### config.mk
export PLATFORM = sky130hd
export DESIGN_NAME = nfa_bitvec_matcher
export DESIGN_NICKNAME = d
export VERILOG_FILES = /design/src/rtl/nfa_bitvec_matcher.sv
export SDC_FILE = /design/constraint.sdc
export NUM_CORES = 2
export LEC_CHECK = 0
export ABC_AREA = 1
export BUFFER_PORTS_ARGS = -buffer_cell sky130_fd_sc_hd__buf_2
export CORE_ASPECT_RATIO = 1.5
export CORE_UTILIZATION = 48
export CTS_CLUSTER_SIZE = 16
export DETAILED_ROUTE_END_ITERATION = 10
export PLACE_DENSITY = 0.64
export SLEW_MARGIN = 15
export SYNTH_ARGS = -nofsm -noshare
export SYNTH_HDL_FRONTEND = slang
export SYNTH_SLANG_ARGS = --single-unit
### constraint.sdc
create_clock -name clk -period 5.05 [get_ports clk]
set_input_delay 0.505 -clock clk [delete_from_list [all_inputs] [get_ports clk]]
set_output_delay 0.505 -clock clk [all_outputs]
set_load 0.03 [all_outputs]
### src/rtl/nfa_bitvec_matcher.sv
module nfa_bitvec_matcher #(
  parameter int N     = 8,
  parameter int BYTES = 256
) (
  input  logic         clk,
  input  logic         rst_n,
  input  logic         clear,
  input  logic         in_valid,
  input  logic [7:0]   in_byte,
  output logic         in_ready,
  input  logic         cfg_we,
  input  logic [1:0]   cfg_sel,
  input  logic [7:0]   cfg_addr,
  input  logic [N-1:0] cfg_data,
  output logic         match,
  output logic [N-1:0] state_vec
);
  localparam int AW = (N > 1) ? $clog2(N) : 1;

  logic [N-1:0] succ [N];
  logic [N-1:0] accept_tab [BYTES];
  logic [N-1:0] start_q, final_q, live_q;
  logic [N-1:0] succ_union, accept_row, next_live;
  logic         match_q, fire;

  assign in_ready  = ~cfg_we & ~clear;
  assign fire      = in_valid & in_ready;
  assign accept_row = accept_tab[in_byte];

  always_comb begin
    succ_union = '0;
    for (int i = 0; i < N; i++)
      if (live_q[i]) succ_union = succ_union | succ[i];
  end

  assign next_live = (succ_union | start_q) & accept_row;

  always_ff @(posedge clk) begin
    if (!rst_n) begin
      start_q <= '0;
      final_q <= '0;
      for (int i = 0; i < N; i++) succ[i] <= '0;
    end else if (cfg_we) begin
      case (cfg_sel)
        2'd0: if (int'(cfg_addr) < N) succ[cfg_addr[AW-1:0]] <= cfg_data;
        2'd2: start_q <= cfg_data;
        2'd3: final_q <= cfg_data;
        default: ;
      endcase
    end
  end

  always_ff @(posedge clk) begin
    if (cfg_we && cfg_sel == 2'd1) accept_tab[cfg_addr] <= cfg_data;
  end

  always_ff @(posedge clk) begin
    if (!rst_n || clear) begin
      live_q  <= '0;
      match_q <= 1'b0;
    end else if (fire) begin
      live_q  <= next_live;
      match_q <= |(next_live & final_q);
    end else begin
      match_q <= 1'b0;
    end
  end

  assign state_vec = live_q;
  assign match     = match_q;


  clear_empties_chk: assert property (@(posedge clk) disable iff (!rst_n)
    clear |=> (state_vec == '0 && !match));


  hold_when_idle_chk: assert property (@(posedge clk) disable iff (!rst_n)
    (!(in_valid && in_ready) && !clear) |=> $stable(state_vec));


  no_match_without_byte_chk: assert property (@(posedge clk) disable iff (!rst_n)
    !(in_valid && in_ready) |=> !match);


  match_needs_live_chk: assert property (@(posedge clk) disable iff (!rst_n)
    match |-> (state_vec != '0));


  live_within_accept_chk: assert property (@(posedge clk) disable iff (!rst_n)
    (in_valid && in_ready) |=> ((state_vec & ~$past(accept_row)) == '0));
endmodule

==> impl_metrics.py <==
metrics = {
    "clock_tree": {
        "cts_buffers": 197,
        "root_buffer": "clkbuf_16",
        "cts_tree": "done",
        "numClockSinks": 2137,
        "cts_resized": 0,
        "clk_pin_slew_ns": 0.06,
        "clkLatencyLatePin_ns": 0.85,
        "postCtsHoldBufs": 0,
        "clock_path_buffers": 4,
        "post_cts_buffers": 0,
        "htreeDepth": 4,
    },
    "synth": {
        "synth_warnings": 0,
        "postSynthCellCount": 7271,
        "syn-cell-area_um2": 86800,
        "async_flop_share_pct": 0,
        "synth.area.top_cells": "edfxtp_1 (73%), nand3_1 (12%), nand2_1 (9.1%)",
        "synth_edf_count": 2112,
        "syn_nets": 7302,
        "netlist.area_leader.share_pct": 73.1,
        "synth-seq-area-share_pct": 73.6,
        "avgSynthCellArea_um2": 11.9,
        "ys.flop_type": "edfxtp_1",
        "synth.distinct_cells": 25,
        "synth_common_cells": "edfxtp_1 (2112), nand2_1 (2112), nand3_1 (2049), nor2_1 (332), buf_2 (266)",
        "ys_ff_latch": 2137,
        "netlist.top_cell.by_area": "edfxtp_1",
    },
    "routing": {
        "wl_per_cell_um": 25.2,
        "avgViaCountPerCell": 5.85,
        "route.detailed.drc": 0,
        "drtAntennaViolNets": 0,
        "first_pass_iters": 6,
        "wirelength_um": 244000,
        "dr_total_vias": 56651,
        "drt_iter0_markers": 5917,
    },
    "critical_path": {
        "timing.rr.start": "state_vec[5]",
        "rrSetupSlack_ns": 2.36,
        "crit_path_start_kind": "input port",
        "cp.required_ns": 5.82,
        "reg2regPathDepth": 5,
        "arrival_ns": 3.97,
        "crit_type": "in -> reg",
        "crit_path_max_fanout": 160,
        "worstSetupEndpointType": "register",
        "r2r_end": "state_vec[0]",
    },
    "worst_hold_path": {
        "min_path_cells": 1,
        "holdPathEnd": "accept_tab[113][3]",
        "min_path_type": "in -> reg",
        "min_from": "cfg_data[3]",
    },
    "die": {
        "fp.dieH_um": 523,
        "rows": 190,
        "dieArea_um2": 183000,
        "initial_core_util_pct": 48.4,
        "core-area_um2": 179000,
        "ios": 41,
        "die_x_um": 349,
    },
    "power_and_ir_drop": {
        "p_leak_nw": 32.6,
        "powerDensity_nw_per_um2": 384,
        "power.total_mw": 36.5,
        "ir_drop_mv": 0.264,
    },
    "placed_design": {
        "dp_slack_ns": 1.08,
        "port_buffers": 40,
        "dpl.hpwl_um": 142000,
        "gpl.final_weighted_congestion": 0.946,
    },
    "global_route": {
        "antenna_found_initial": 5,
        "grtUsageTotal_pct": 26.5,
        "grt_first_pass_wirelength_um": 358000,
        "grt_pass1_vias": 54755,
        "overflow": 0,
        "grt_max_degree": 161,
    },
    "timing": {
        "maxSlewViolCount": 0,
        "rsz0062_at_grt": "false",
        "max_freq_mhz": 312,
        "skew_ns": 0.0530,
        "fin_crit_sh_pct": 63.4,
        "layout_setup_ws_ns": 1.85,
        "fin_setup_tns_ns": 0,
        "setup_viol": 0,
        "finalHoldViolCount": 0,
        "slew_headroom_pct": 24.4,
        "worstMarginPinSlew_ns": 1.13,
        "period_minus_slack_ns": 3.20,
    },
    "status": {
        "status": "finished clean",
    },
    "final_layout": {
        "nets": 7167,
        "multiInputGateArea_um2": 20100,
        "seqCellArea_um2": 63900,
        "fillCellCount": 15014,
        "final_util_pct": 53.1,
        "drive_gt1_share_pct": 6.29,
        "synthToLayoutAreaGrowth_pct": 9.62,
    },
    "run": {
        "max-cap-violations": 0,
    },
}
==> through the flow <==
step                      std cells  hold slack, ns  cell area, um2
after floorplan                7271           0.423           86800
after global placement         9337           0.455           88900
after detailed placement       9337           0.460           88900
after CTS                      9684          0.0571           95200
after global routing           9685          0.0704           95200
final                          9690          0.0883           95200
==> power breakdown <==
| part | internal (mW) | switching (mW) |
|---|---|---|
| sequential | 19.5 | 0.0230 |
| clock | 8.37 | 6.41 |
| combinational | 0.495 | 1.70 |
==> cell usage in the layout, fill, tap and decap left out, types with 6 or more instances in the layout <==
master     instances
nand2_1         2096
clkinv_1          53
o21ai_0           24
nand3_1         2049
edfxtp_1        2112
nor3_1             9
a21oi_1           41
nor2_1           332
dfxtp_1           25
a22o_1            11
nand4_1            8
clkinv_2          34
inv_1             21
clkbuf_16        199
nand2_2           25
buf_8             11
bufinv_16         23
clkbuf_1          37
buf_2             28
buf_4             84
buf_12            37
a221oi_1           8
diode_2            6
==> worst max-delay path by stage <==
stage | cells past startpoint | slack [ns] | to | from
after floorplan | 5 | 2.71 | succ[0][0] | cfg_addr[6]
after global placement | 13 | 1.15 | state_vec[1] | in_byte[0]
after detailed placement | 13 | 1.08 | state_vec[1] | in_byte[0]
after CTS | 13 | 1.97 | state_vec[1] | in_byte[0]
after global routing | 13 | 1.77 | state_vec[3] | in_byte[0]
final | 13 | 1.85 | state_vec[3] | in_byte[0]
==> worst max-delay path, cell delays in order <==
cell and delay (ns):
buf_8 0.23, inv_16 0.52, buf_12 0.41, nand2_1 0.10, nand3_1 0.15, nand3_1 0.10
nand3_1 0.13, nand3_1 0.21, nand3_1 0.34, nand3_1 0.23, nand3_1 0.25, nand3_1 0.33
a21oi_1 0.23
==> final cells by class <==
class                           count  area share [%]
Sequential cell                  2137            67.2
Clock inverter                    111            1.18
Inverter                           34           0.170
Tap cell                         2400            3.16
Clock buffer                      236            5.38
Timing Repair Buffer              160            1.76
Antenna cell                        6          0.0158
Multi-Input combinational cell   4606            21.2
==> routing by layer <==
metal	wire length (um)	global-route usage, %	vias to the layer above
met3	17200	3.38	632
met1	87400	31.7	27922
li1	-	-	25601
met2	123000	45.4	2492
met4	16600	16.7	4
met5	23	0	-
==> registers in the layout (all words and copies together) (netlist names) <==
signal and count:
match 1, start_q 8, state_vec 8, final_q 8
succ 64, accept_tab 2048
==> logic make-up after synthesis <==
family / count (synthesis) / synth area share (%)
AO/OA/AOI/OAI: 84 / 0.566
buffers and inverters: 528 / 3.21
flip-flops: 2137 / 73.6
AND/OR/NAND/NOR: 4522 / 22.6
(Power assumes the default switching activity.)
